[src/rtl/nv_xfer_pkg.sv]
`timescale 1ns/1ps
package nv_xfer_pkg;

  typedef enum logic [2:0] {
    ST_IDLE    = 3'd0,
    ST_DELAY   = 3'd1,
    ST_STORE   = 3'd2,
    ST_RECALL  = 3'd3,
    ST_RELEASE = 3'd4
  } seq_state_t;

  // grace window is over once the elapsed count reaches the limit (0 acts as 1)
  function automatic logic dly_expired(input logic [31:0] elapsed, input logic [31:0] lim);
    return (elapsed >= lim);
  endfunction

  // saturating increment of the completed-store count
  function automatic logic [31:0] wear_next(input logic [31:0] cnt, input logic [31:0] lim);
    return (cnt >= lim) ? cnt : cnt + 32'd1;
  endfunction

endpackage

[src/rtl/nv_dirty_trk.sv]
`timescale 1ns/1ps
module nv_dirty_trk (
  input  logic clk,
  input  logic rst_n,
  input  logic set_i,
  input  logic clr_i,
  output logic dirty_o
);

  logic dirty_q;

  // clear wins: a write finishing on the start edge is inside the copy
  always_ff @(posedge clk or negedge rst_n) begin
    if (!rst_n)     dirty_q <= 1'b0;
    else if (clr_i) dirty_q <= 1'b0;
    else if (set_i) dirty_q <= 1'b1;
  end

  assign dirty_o = dirty_q;


  dirty_clr_chk: assert property (@(posedge clk) disable iff (!rst_n)
    clr_i |=> !dirty_o);

endmodule

[src/rtl/nv_wear_cnt.sv]
`timescale 1ns/1ps
module nv_wear_cnt #(
  parameter int unsigned WEAR_LIMIT = 200000
) (
  input  logic clk,
  input  logic rst_n,
  input  logic inc_i,
  output logic warn_o
);

  localparam int unsigned CNT_W = $clog2(WEAR_LIMIT + 1);

  logic [CNT_W-1:0] cnt_q;

  always_ff @(posedge clk or negedge rst_n) begin
    if (!rst_n)     cnt_q <= '0;
    else if (inc_i) cnt_q <= CNT_W'(nv_xfer_pkg::wear_next(32'(cnt_q), 32'(WEAR_LIMIT)));
  end

  assign warn_o = (32'(cnt_q) >= WEAR_LIMIT);


  wear_sticky_chk: assert property (@(posedge clk) disable iff (!rst_n)
    warn_o |=> warn_o);


  wear_sat_chk: assert property (@(posedge clk) disable iff (!rst_n)
    (warn_o && inc_i) |=> $stable(cnt_q));

endmodule

[src/rtl/nv_seq_fsm.sv]
`timescale 1ns/1ps
module nv_seq_fsm
  import nv_xfer_pkg::*;
#(
  parameter int unsigned DLY_W = 8
) (
  input  logic             clk,
  input  logic             rst_n,
  input  logic [DLY_W-1:0] delay_cycles_i,
  input  logic             line_n_i,
  input  logic             sw_store_i,
  input  logic             pwr_low_i,
  input  logic             recall_i,
  input  logic             dirty_i,
  input  logic             rd_req_i,
  input  logic             wr_req_i,
  input  logic             xfer_done_i,
  output logic             busy_o,
  output logic             rd_en_o,
  output logic             wr_en_o,
  output logic             xfer_start_o,
  output logic             xfer_dir_o,
  output logic             xfer_go_o,
  output logic             store_done_o
);

  seq_state_t       st_q, st_d;
  logic [DLY_W-1:0] dly_q;
  logic             line_q, pwr_q, wr_act_q, start_q, dir_q;
  logic             hw_fall, pwr_rise, expired, go_store, go_rcl, sram_open;

  assign hw_fall  = line_q & ~line_n_i;
  assign pwr_rise = pwr_low_i & ~pwr_q;
  assign expired  = dly_expired(32'(dly_q), 32'(delay_cycles_i));

  always_comb begin
    st_d     = st_q;
    go_store = 1'b0;
    go_rcl   = 1'b0;
    unique case (st_q)
      ST_IDLE: begin
        if (pwr_rise)        go_store = dirty_i;
        else if (hw_fall)    st_d     = ST_DELAY;
        else if (sw_store_i) go_store = 1'b1;
        else if (recall_i)   go_rcl   = 1'b1;
      end
      ST_DELAY: begin
        if (expired) begin
          if (dirty_i) go_store = 1'b1;
          else         st_d     = ST_IDLE;
        end
      end
      ST_STORE:   if (xfer_done_i) st_d = ST_RELEASE;
      ST_RECALL:  if (xfer_done_i) st_d = ST_IDLE;
      ST_RELEASE: if (line_n_i)    st_d = ST_IDLE;
      default:    st_d = ST_IDLE;
    endcase
    if (go_store) st_d = ST_STORE;
    if (go_rcl)   st_d = ST_RECALL;
  end

  always_ff @(posedge clk or negedge rst_n) begin
    if (!rst_n) begin
      st_q     <= ST_IDLE;
      dly_q    <= '0;
      line_q   <= 1'b1;
      pwr_q    <= 1'b0;
      wr_act_q <= 1'b0;
      start_q  <= 1'b0;
      dir_q    <= 1'b0;
    end else begin
      st_q     <= st_d;
      line_q   <= line_n_i;
      pwr_q    <= pwr_low_i;
      wr_act_q <= wr_en_o;
      start_q  <= go_store | go_rcl;
      if (go_store)    dir_q <= 1'b1;
      else if (go_rcl) dir_q <= 1'b0;
      if (st_q != ST_DELAY) dly_q <= DLY_W'(1);
      else if (!expired)    dly_q <= dly_q + DLY_W'(1);
    end
  end

  assign sram_open    = (st_q == ST_IDLE) || (st_q == ST_DELAY);
  assign busy_o       = (st_q == ST_STORE);
  assign rd_en_o      = rd_req_i & sram_open;
  assign wr_en_o      = wr_req_i & sram_open & (line_n_i | wr_act_q);
  assign xfer_start_o = start_q;
  assign xfer_dir_o   = dir_q;
  assign xfer_go_o    = go_store | go_rcl;
  assign store_done_o = busy_o & xfer_done_i;


  start_pulse_chk: assert property (@(posedge clk) disable iff (!rst_n)
    xfer_start_o |=> !xfer_start_o);


  xfer_gate_chk: assert property (@(posedge clk) disable iff (!rst_n)
    (st_q == ST_RECALL || busy_o) |-> (!rd_en_o && !wr_en_o));


  wr_block_chk: assert property (@(posedge clk) disable iff (!rst_n)
    $rose(wr_en_o) |-> line_n_i);


  post_store_lock_chk: assert property (@(posedge clk) disable iff (!rst_n)
    $fell(busy_o) |-> (!rd_en_o && !wr_en_o));


  busy_hold_chk: assert property (@(posedge clk) disable iff (!rst_n)
    (busy_o && !xfer_done_i) |=> busy_o);

endmodule

[src/rtl/nv_xfer_seq.sv]
`timescale 1ns/1ps
module nv_xfer_seq #(
  parameter int unsigned DLY_W      = 8,
  parameter int unsigned WEAR_LIMIT = 200000
) (
  input  logic             clk,
  input  logic             rst_n,
  input  logic [DLY_W-1:0] delay_cycles_i,
  input  logic             line_n_i,
  output logic             line_pull_o,
  input  logic             sw_store_i,
  input  logic             pwr_low_i,
  input  logic             recall_i,
  input  logic             wr_done_i,
  input  logic             rd_req_i,
  input  logic             wr_req_i,
  output logic             rd_en_o,
  output logic             wr_en_o,
  output logic             xfer_start_o,
  output logic             xfer_dir_o,
  input  logic             xfer_done_i,
  output logic             wear_warn_o
);

  logic dirty;
  logic xfer_go;
  logic store_done;

  nv_dirty_trk u_dirty (
    .clk     (clk),
    .rst_n   (rst_n),
    .set_i   (wr_done_i),
    .clr_i   (xfer_go),
    .dirty_o (dirty)
  );

  nv_seq_fsm #(.DLY_W(DLY_W)) u_fsm (
    .clk            (clk),
    .rst_n          (rst_n),
    .delay_cycles_i (delay_cycles_i),
    .line_n_i       (line_n_i),
    .sw_store_i     (sw_store_i),
    .pwr_low_i      (pwr_low_i),
    .recall_i       (recall_i),
    .dirty_i        (dirty),
    .rd_req_i       (rd_req_i),
    .wr_req_i       (wr_req_i),
    .xfer_done_i    (xfer_done_i),
    .busy_o         (line_pull_o),
    .rd_en_o        (rd_en_o),
    .wr_en_o        (wr_en_o),
    .xfer_start_o   (xfer_start_o),
    .xfer_dir_o     (xfer_dir_o),
    .xfer_go_o      (xfer_go),
    .store_done_o   (store_done)
  );

  nv_wear_cnt #(.WEAR_LIMIT(WEAR_LIMIT)) u_wear (
    .clk    (clk),
    .rst_n  (rst_n),
    .inc_i  (store_done),
    .warn_o (wear_warn_o)
  );


  skip_quiet_chk: assert property (@(posedge clk) disable iff (!rst_n)
    (xfer_start_o && xfer_dir_o) |-> line_pull_o);

endmodule

[config.mk]
export PLATFORM = sky130hd
export DESIGN_NAME = nv_xfer_seq
export DESIGN_NICKNAME = d
export VERILOG_FILES = /design/src/rtl/nv_xfer_pkg.sv /design/src/rtl/nv_dirty_trk.sv /design/src/rtl/nv_wear_cnt.sv /design/src/rtl/nv_seq_fsm.sv /design/src/rtl/nv_xfer_seq.sv
export SDC_FILE = /design/constraint.sdc
export NUM_CORES = 1
export LEC_CHECK = 0
export CORE_UTILIZATION = 50
export CTS_CLUSTER_SIZE = 8
export DETAILED_ROUTE_END_ITERATION = 8
export PLACE_DENSITY = 0.84
export SYNTH_ARGS = -nofsm -noshare
export SYNTH_HDL_FRONTEND = slang
export SYNTH_HIERARCHICAL = 1
export SYNTH_SLANG_ARGS = --single-unit
[constraint.sdc]
create_clock -name clk -period 2.8 [get_ports clk]
set_input_delay 0.28 -clock clk [delete_from_list [all_inputs] [get_ports clk]]
set_output_delay 0.28 -clock clk [all_outputs]
set_load 0.01 [all_outputs]
Word level (Yosys, flattened, before mapping) --
Index checks and enable logic that the tools add are counted. W data, S select, Z words.
Word-level totals: output and inout port bits 6, register bits after elaboration 35, bits of input ports 18
Operators by class: add/sub/neg operators 2, eq/ne operators 13, bitwise gates (word level) 11, muxes and demuxes 27, $lt $le $gt $ge 2, reductions and logical operators 6
Operators by type and width (count):
- $mux W3 | 9
- $add A18 B1 Y18 const B | 1
- $ge A18 B18 Y1 const B | 1
- $mux W8 | 2
- $pmux W3 S5 | 1
- $mux W1 | 14
- $ne A4 B2 Y1 const B | 3
- $add A8 B1 Y8 const B | 1
- $ge A8 B8 Y1 | 1
- $ne A4 B1 Y1 const B | 2
- $ne A4 B4 Y1 const B | 2
- $reduce_and A7 Y1 | 1
- $and A1 B1 Y1 | 6
- $eq A3 B2 Y1 const B | 2
- $reduce_bool A2 Y1 | 2
- $eq A3 B1 Y1 const B | 1
- $eq A3 B3 Y1 const B | 1
- $logic_not A3 Y1 | 1
- $ne A3 B1 Y1 const B | 1
- $not A1 Y1 | 3
- $ne A2 B2 Y1 const B | 1
- $or A1 B1 Y1 | 2
- $pmux W1 S2 | 1
- $reduce_and A2 Y1 | 1
- $logic_or A1 B1 Y1 | 1

Longest topological paths before layout --
Gate-level depths: netlist (run 1).
word-level depth 7, gate-level depth with buffers 8

Cells and area by module --
Netlist (run 1), hierarchy kept.
Modules (own cells, without submodules):
- nv_seq_fsm | cells each 112, instances 1, area each 989.7 sq um, seq. area each 401.6 sq um
- nv_wear_cnt | cells each 83, instances 1, area each 915.9 sq um, seq. area each 450.4 sq um
- nv_dirty_trk | cells each 2, instances 1, area each 35.0 sq um, seq. area each 25.0 sq um

Worst setup path before layout (run 1) --
Ideal clock, no wire load.
path kind flip-flop to flip-flop, start point register u_fsm.dly_q[0], end point register u_fsm.dly_q[5], stages on the path, launching flop included 8, period minus slack after synthesis 2.033 ns, required time 2.734 ns, data arrival time 1.967 ns, slack 0.767 ns, path through dfrtp_1 inv_1 ha_1 nand2b_4 a2111o_1 a21o_1 or4_1 nand2_1
On the way: cells in the longest elaborated chain, start to end 3, elaborated cells between the ends (all ways) 5
Ends and longest elaborated chain:
- start, declared | line nv_seq_fsm.sv:28 | logic [DLY_W-1:0] dly_q;
- start signal, assigned | line nv_seq_fsm.sv:80 | else if (!expired) dly_q <= dly_q + DLY_W'(1);
- $add A8 B1 Y8 | line nv_seq_fsm.sv:80
- $mux W8 | line nv_seq_fsm.sv:80
- $mux W8 | line nv_seq_fsm.sv:79 | if (st_q != ST_DELAY) dly_q <= DLY_W'(1);
Several ways; a longest one is shown, not always the timed one. The select of a mux whose other input is x is not followed. A chain may end at the register's enable or synchronous reset.

Worst setup path after layout (run 1) --
start point register u_fsm.dly_q[0], end point register u_dirty.dirty_q (netlist: u_dirty/dirty_o)
On the way: cells in the longest elaborated chain, start to end 5, elaborated cells between the ends (all ways) 6
Ends and longest elaborated chain:
- $ge A8 B8 Y1 (*) | line nv_xfer_pkg.sv:14 | return (elapsed >= lim);
- $mux W1 (*) | line nv_seq_fsm.sv:48 | if (expired) begin
- $pmux W1 S2 (*) | line nv_seq_fsm.sv:40 | unique case (st_q)
- $or A1 B1 Y1 (*) | line nv_seq_fsm.sv:90 | assign xfer_go_o = go_store | go_rcl;
- net xfer_go | line nv_xfer_seq.sv:26 | logic xfer_go;
- $mux W1 or $reduce_bool A2 Y1 (tied branches)
- end signal, assigned | line nv_dirty_trk.sv:14 | if (!rst_n) dirty_q <= 1'b0;
- end signal, assigned | line nv_dirty_trk.sv:15 | else if (clr_i) dirty_q <= 1'b0;
- end signal, assigned | line nv_dirty_trk.sv:16 | else if (set_i) dirty_q <= 1'b1;
- end, declared | line nv_dirty_trk.sv:10 | logic dirty_q;
Mark *: on every way through the listed nets, which the timed path passes. The rest lies on a longest branch.

==> flow_summary.toml, run 1 <==
[pwr]
irDropWorstVdd_v = 0.000563
p_leak_nw = 1.08
power_density_nw_per_um2 = 644
total_power_mw = 1.48

[cts]
htree_num_levels = 2
cts_resized = 0
post_cts_buffers = 0
cts_sinks = 35
worstSkewPairLatency_ns = 0.28
root_buffer = "clkbuf_8"
path_clk_slew_ns = 0.06
cts.path.max_buffers = 2
cts_buffers = 5
cts_hold_buf = 0
cts_tree = "done"

[yosys]
syn_area_sq_um = 1940
yosysTopAreaCell = "dfrtp_1"
ys.flop_type = "dfrtp_1"
synth_cell_types = 42
netlist.area_leader.share_pct = 43.8
synthTopCellsByArea = "dfrtp_1, ha_1, nand2_1"
netlist_top_cells_count = "dfrtp_1, nand2_1, inv_1"
postSynthAreaPerCell_sq_um = 9.85
syn_nets = 226
synth_edf_count = 0
postSynth.asyncResetShare_pct = 100
yosysMostFrequentCell = "dfrtp_1"
synth-seq-area-share_pct = 45.2
synth_seq_cells = 35
yosys_warnings = 6
syn_inst = 197

[timing]
drv_slew = 0
rsz0062_at_grt = "false"
fin_setup_tns_ns = 0
fin_crit_sh_pct = 78.0
fin_skew_ns = 0.00315
setup_violations = 0
finalHoldViolCount = 0
slew_headroom_pct = 70.5
period_minus_slack_ns = 2.18
worstMarginPinSlew_ns = 0.432
fmax_mhz = 458

[global_route]
busiest_layer = "met2"
grt_pass1_wl_um = 6130
use_met1_pct = 25.4
grt_pass1_vias = 1415
grt.total_usage_pct = 19.8
grt-ovfl-total = 0
use_met2_pct = 30.3
grt_max_degree = 36
grt_util_met3_pct = 6.79
antenna_found_initial = 0

[floorplanning]
die-area_sq_um = 4130
start_util_pct = 52.6
io_pins = 24
coreArea_sq_um = 3690
placementRows = 22
dieWidth_um = 64.3
die_h_um = 64.3

[routing]
drt-initial-drc-count = 57
vias_per_cell = 5.51
drc = 0
ant_nets = 0
first_pass_iters = 4
wl_um = 3540
wl_per_cell_um = 13.0
num_vias = 1498

[setup_path]
crit_fanout = 5
crit_required_ns = 3.03
cp_cell_sequence = "inv_1, ha_1, nand2b_4, a2111o_1, a21o_1, a32oi_1, nand2_1, o21ba_1"
cp-start-kind = "flip-flop"
max_stage_delay_ns = 0.42
path_buf_inv = 1
worst_path_dominant_cell_family = "compound AO/OA/AOI/OAI gates"
crit_arrival_ns = 2.41
cp.depth = 8
worstSetupEndpointType = "flip-flop"
path_class = "flip-flop to flip-flop"
rr_worst_depth = 8
slowest_stage = "a2111o_1"

[layout]
fin_area_sq_um = 2300
multi_input_area_sq_um = 990
final_nets = 254
drive_gt1_share_pct = 8.48
fillers = 342
register_area_sq_um = 877
final_util_pct = 62.4
synthToLayoutAreaGrowth_pct = 18.6
num_antenna_cells = 0

[placed_design]
port_buffers = 23
dp_hpwl_um = 2560
routabilityCongestion = 0.766
dpl_cell_area_sq_um = 2230

[outcome]
outcome = "completed"

[hold_path]
hold_class = "primary input to async pin"

[job]
drv_cap = 0
per-layer routing:
layer,vias up,part of all wire (%)
li1,749,-
met1,717,48
met2,27,46
met3,5,4.2
met4,0,1.6
met5,-,0
flip-flops by register name (all words and copies together) (netlist names):
register and cells:
u_fsm/xfer_dir_o 1, u_wear/cnt_q 18, u_fsm/st_q 3, u_fsm/wr_act_q 1, u_dirty/dirty_o 1, u_fsm/line_q 1, u_fsm/pwr_q 1, u_fsm/dly_q 8
u_fsm/xfer_start_o 1
power by group:
group	switching [mW]	leakage [nW]	total [mW]	internal [mW]
clock	0.163	0.0371	0.329	0.165
combinational	0.228	0.597	0.447	0.219
sequential	0.106	0.443	0.706	0.600
total	0.497	1.08	1.48	0.984
area by class of cell:
type | instances | share of cell area [%]
Sequential cell | 35 | 38.1
Multi-Input combinational cell | 143 | 43.0
Timing Repair Buffer | 25 | 10.7
Tap cell | 48 | 2.61
Inverter | 15 | 2.45
Clock buffer | 6 | 3.15
stage by stage:
step           worst slack, ns  instances  hold WS, ns
2_1_floorplan            0.767        197      -0.0156
3_3_place_gp             0.408        266        0.477
3_5_place_dp             0.361        266        0.481
4_1_cts                  0.603        272        0.404
5_1_grt                  0.519        272        0.437
6_report                 0.616        272        0.394
layout by cell type (no fill, tap or decap), drive strengths merged, types with 4 or more instances in the layout:
| cell | netlist | routed |
|---|---|---|
| clkdlybuf4s50 | 0 | 23 |
| clkbuf | 2 | 6 |
| nand4 | 8 | 8 |
| nor3 | 7 | 7 |
| inv | 15 | 15 |
| xnor2 | 10 | 10 |
| nand2 | 26 | 26 |
| o21ai | 7 | 7 |
| dfrtp | 34 | 34 |
| ha | 11 | 11 |
| a21oi | 8 | 8 |
| nand3 | 7 | 7 |
| xor2 | 6 | 6 |
| nor2 | 11 | 11 |
| nor4 | 4 | 4 |
| nand2b | 6 | 6 |
worst paths after layout:
| check | from | endpoint | slack, ns |
|---|---|---|---|
| setup reg to reg | u_fsm/dly_q[0] | u_dirty/dirty_o | 0.62 |
| max in group asynchronous | rst_n | u_fsm/line_q | 2.07 |
| hold reg to reg | u_fsm/xfer_dir_o | u_fsm/xfer_dir_o | 0.49 |
| setup / recovery | u_fsm/dly_q[0] | u_dirty/dirty_o | 0.62 |
| hold / removal | rst_n | u_wear/cnt_q[7] | 0.39 |
| min in group clk | pwr_low_i | u_fsm/pwr_q | 0.46 |
logic make-up after synthesis:
group | count (synthesis) | synth area share (%)
buf+inv | 19 | 3.80
xor+xnor | 16 | 7.22
fa+ha+maj | 11 | 7.09
mux | 3 | 1.55
flops | 35 | 45.2
simple gates | 81 | 23.5
compound gates | 32 | 11.7
(Power assumes the default switching activity.)
==> inputs of run 2 (changes only) <==
- PLACE_DENSITY: 0.84 -> 0.87
- clock period: 2.8 -> 1.9 ns (I/O delays scaled with it)
==> run 2 against run 1 <==
The run now ends with negative setup slack left. Count of clock-buffer cells in the layout is 1 lower. Clock skew is 0.0031 ns higher. Cell area is 9.4% higher. Non-clock buffer count is 19 higher. Total power is 71% higher. Flip-flop and latch count stayed put. Critical path depth stayed put. Critical endpoint unchanged. Highest routed layer unchanged.
==> flow_summary.toml, run 2 (synthesis gave the netlist of run 1 again) <==
[floorplanning]
die-area_sq_um = 4130
io_pins = 24
coreArea_sq_um = 3690
start_util_pct = 52.6
placementRows = 22
die_h_um = 64.3
dieWidth_um = 64.3

[global_route]
grt_pass1_wl_um = 6470
grt-ovfl-total = 0
grt_pass1_vias = 1541
grt.total_usage_pct = 20.5
antenna_found_initial = 0
grt_max_degree = 36

[layout]
num_antenna_cells = 0
largest_register_ffs = 18
final_util_pct = 68.2
drive_gt1_share_pct = 18.8
fin_area_sq_um = 2520
max_flop_register = "u_wear/cnt_q"
synthToLayoutAreaGrowth_pct = 29.7
final_nets = 273
top_regs = "u_wear/cnt_q: 18 flops, u_fsm/dly_q: 8 flops, u_fsm/st_q: 3 flops"
multi_input_area_sq_um = 1020
register_area_sq_um = 878
final_cell_mix = "dfrtp_1, nand2_1, clkdlybuf4s50_1"
fin_cells = 293
fillers = 284
final_common_cell = "dfrtp_1"

[job]
drv_cap = 0

[pwr]
total_power_mw = 2.53
irDropWorstVdd_v = 0.000698
p_int_mw = 1.71
seqPwrFrac_pct = 39.8
p_clk_share_pct = 26.5
swShare_pct = 32.4
power_density_nw_per_um2 = 1000
power.switching_mw = 0.819
p_comb_share_pct = 33.7
p_leak_nw = 1.20

[timing]
setup_violations = 4
fin_skew_ns = 0.00630
holdWs_ns = 0.302
finalHoldViolCount = 0
timing.final.ws_setup_ns = -0.102
fin_crit_sh_pct = 105
slew_headroom_pct = 71.3
fin_setup_tns_ns = -0.231
drv_slew = 0
rsz0062_at_grt = "true"
fmax_mhz = 500
worstMarginPinSlew_ns = 0.430
period_minus_slack_ns = 2.00

[placed_design]
dp_cells = 276
dpl_cell_area_sq_um = 2310
dp_hpwl_um = 2680
port_buffers = 23
routabilityCongestion = 0.774
pre_cts_ws_ns = -0.334

[setup_path]
path_class = "flip-flop to flip-flop"
worstSetupEndpointType = "flip-flop"
crit_arrival_ns = 2.24
crit_fanout = 3
r2r-start = "u_fsm/dly_q[0]"
startpoint = "u_fsm/dly_q[0]"
cp-start-kind = "flip-flop"
crit_required_ns = 2.14

[routing]
first_pass_iters = 4
drc = 0
wl_um = 3790
ant_nets = 0
wl_per_cell_um = 12.9
num_vias = 1575
vias_per_cell = 5.38
drt-initial-drc-count = 51

[cts]
path_clk_slew_ns = 0.07
worstSkewPairLatency_ns = 0.29
cts.path.max_buffers = 2
cts_sinks = 35
root_buffer = "clkbuf_8"
cts_tree = "done"
htree_num_levels = 2
cts_hold_buf = 0
cts_buffers = 5

[hold_path]
hold_class = "primary input to async pin"

[outcome]
outcome = "complete, but fails checks"
violations = "negative setup slack"
==> run 2: worst max-delay path, stage by stage (launching register included) <==
cell and delay [ns]:
dfrtp_1 0.35, inv_1 0.04, ha_1 0.26, nand2b_4 0.14, a2111o_1 0.38, a21o_1 0.21, a32oi_2 0.23, nand2_1 0.13
o21ba_1 0.22
==> run 2: area by class of cell <==
class	instances	area share, %
multi-input cells	143	40.6
repair buffers	44	15.4
inverters	15	2.24
clock inverters	3	1.74
flip-flops and latches	35	34.9
well taps	48	2.39
clock buffers	5	2.73
==> run 2: per-layer routing <==
metal / up-vias / part of all wire, % / GRT usage [%]
met4: 0 / 1.4 / 8.06
met3: 6 / 3.7 / 5.36
met1: 759 / 45 / 23.3
met5: - / 0 / 0
met2: 27 / 50 / 36.2
li1: 783 / - / -
==> run 2: worst paths after layout <==
path                       slack, ns  cells past startpoint               end
setup / recovery               -0.10                      8   u_dirty/dirty_o
hold / removal                  0.30                      2  u_wear/cnt_q[17]
setup reg to reg               -0.10                      8   u_dirty/dirty_o
hold reg to reg                 0.49                      1   u_wear/cnt_q[4]
max in group asynchronous       1.27                      2      u_fsm/line_q
min in group clk                0.36                      1       u_fsm/pwr_q
==> run 2: what timing repair did <==
action / 4_1_cts / 5_1_grt
hold endpoints to repair: 0 / 0
setup buffers: 9 / 0
pin swaps: 4 / 3
endpoints found under the setup margin: 3 / 17
resized for setup: 2 / 5
==> run 2: power groups by stage <==
stage	sequential [mW]	clock [mW]	combinational [mW]
2_1_floorplan	1.01	0	0.474
3_3_place_gp	1.01	0	0.770
3_5_place_dp	1.01	0	0.789
4_1_cts	1.00	0.681	0.839
5_1_grt	1.03	0.718	0.947
6_report	1.01	0.671	0.852
==> inputs of run 3 (changes only) <==
- CTS_BUF_LIST: default -> sky130_fd_sc_hd__clkbuf_2
- GPL_ROUTABILITY_DRIVEN: default -> 0
==> run 3 against run 2 <==
The flow still finishes with violations (negative setup slack). Non-clock buffer count increased by 2. Combinational power increased by 1%. Flip-flop and latch count unchanged. First-iteration DRC count increased by 67%. Core utilization decreased by 0.47 points. Critical endpoint is now rd_en_o.
==> flow_summary.toml, run 3 (synthesis gave the netlist of run 1 again) <==
[layout]
num_antenna_cells = 0
fillers = 279
top_regs = "u_wear/cnt_q: 18 flops, u_fsm/dly_q: 8 flops, u_fsm/st_q: 3 flops"
drive_gt1_share_pct = 21.1
largest_register_ffs = 18
synthToLayoutAreaGrowth_pct = 28.8
fin_cells = 295
multi_input_area_sq_um = 1040
final_cell_mix = "dfrtp_1, nand2_1, buf_4"
final_common_cell = "dfrtp_1"
max_flop_register = "u_wear/cnt_q"
final_nets = 275
register_area_sq_um = 880

[pwr]
seqPwrFrac_pct = 42.6
total_power_mw = 2.36
p_clk_share_pct = 20.8
p_int_mw = 1.55
swShare_pct = 34.3
power.switching_mw = 0.811
p_comb_share_pct = 36.6
power_density_nw_per_um2 = 945
p_leak_nw = 1.20
irDropWorstVdd_v = 0.000907

[outcome]
outcome = "complete, but fails checks"
violations = "negative setup slack"

[routing]
num_vias = 1600
wl_per_cell_um = 13.3
ant_nets = 0
drc = 0
vias_per_cell = 5.42
wl_um = 3940
first_pass_iters = 4
drt-initial-drc-count = 85

[global_route]
grt_pass1_vias = 1595
grt_max_degree = 36
grt_pass1_wl_um = 6630
grt.total_usage_pct = 21.2
grt-ovfl-total = 0
antenna_found_initial = 0

[timing]
fmax_mhz = 506
rsz0062_at_grt = "true"
period_minus_slack_ns = 1.98
setup_violations = 7
holdWs_ns = 0.163
slew_headroom_pct = 70.4
worstMarginPinSlew_ns = 0.444
fin_skew_ns = 0.0194
timing.final.ws_setup_ns = -0.0776
drv_slew = 0
finalHoldViolCount = 0
fin_setup_tns_ns = -0.394
fin_crit_sh_pct = 104

[cts]
cts_hold_buf = 0
cts.path.max_buffers = 2
root_buffer = "clkbuf_2"
worstSkewPairLatency_ns = 0.40
cts_tree = "done"
cts_buffers = 5
htree_num_levels = 2
cts_sinks = 35
path_clk_slew_ns = 0.19

[setup_path]
worstSetupEndpointType = "output pin"
rr_worst_depth = 8
cp-start-kind = "flip-flop"
path_class = "flip-flop to output pin"
crit_fanout = 7
crit_required_ns = 1.71
reg2reg_setup_slack_ns = -0.07
r2r-end = "u_dirty/dirty_o"
crit_arrival_ns = 1.79
r2r-start = "u_fsm/dly_q[0]"

[floorplanning]
coreArea_sq_um = 3690
placementRows = 22
dieWidth_um = 64.3
die-area_sq_um = 4130
start_util_pct = 52.6
die_h_um = 64.3
io_pins = 24

[hold_path]
hold_class = "primary input to async pin"

[placed_design]
pre_cts_ws_ns = -0.334
port_buffers = 23
dp_hpwl_um = 2680
dp_cells = 276

[job]
drv_cap = 0
[run 3: what timing repair did]
action                                 4_1_cts  5_1_grt
setup endpoints to repair                    7       22
setup buffers                               10        1
pin swaps                                    4        4
resized for setup                            5        8
endpoints found under the hold margin        0        0
[run 3: critical path: stages (launching register included)]
cell and delay (ns):
dfrtp_1 0.50, nor2_2 0.20, and2_1 0.15, clkdlybuf4s50_1 0.53
[run 3: how the worst max path moves through the flow]
stage                                  from              end  slack [ns]  cells after the start
final                         u_fsm/st_q[1]          rd_en_o       -0.08                      3
after global routing         u_fsm/dly_q[0]  u_dirty/dirty_o       -0.17                      8
after CTS                    u_fsm/dly_q[0]  u_dirty/dirty_o       -0.09                      8
after detailed placement  delay_cycles_i[0]  u_dirty/dirty_o       -0.33                      8
after global placement    delay_cycles_i[0]  u_dirty/dirty_o       -0.30                      8
after floorplan              u_fsm/dly_q[0]  u_dirty/dirty_o       -0.04                      8
[run 3: layout make-up]
cell class              instances  area share, %
clock inverters                 3           1.75
clock buffers                   5           1.00
well taps                      48           2.40
multi-input cells             143           41.5
inverters                      15           2.25
repair buffers                 46           15.9
flip-flops and latches         35           35.2
[run 3: through the flow]
step,area [sq um],util [%]
3_5_place_dp,2310,62.7
3_3_place_gp,2310,62.7
2_1_floorplan,1950,-
5_1_grt,2500,67.7
6_report,2500,67.7
4_1_cts,2460,66.7
[run 3: routing by layer]
metal / vias up / track usage [%] / share of wire (%)
met5: - / 0 / 0
met4: 0 / 13.9 / 2.0
met3: 10 / 4.11 / 3.8
met2: 33 / 37.0 / 50
met1: 765 / 23.2 / 44
li1: 792 / - / -
[run 3: power groups by stage]
stage               Sequential (mW)  Combinational, mW  Clock (mW)
global placement               1.01              0.770           0
detailed placement             1.01              0.789           0
floorplan                      1.01              0.474           0
global route                   1.03              0.963       0.528
CTS                            1.00              0.852       0.499
finish                         1.00              0.864       0.491
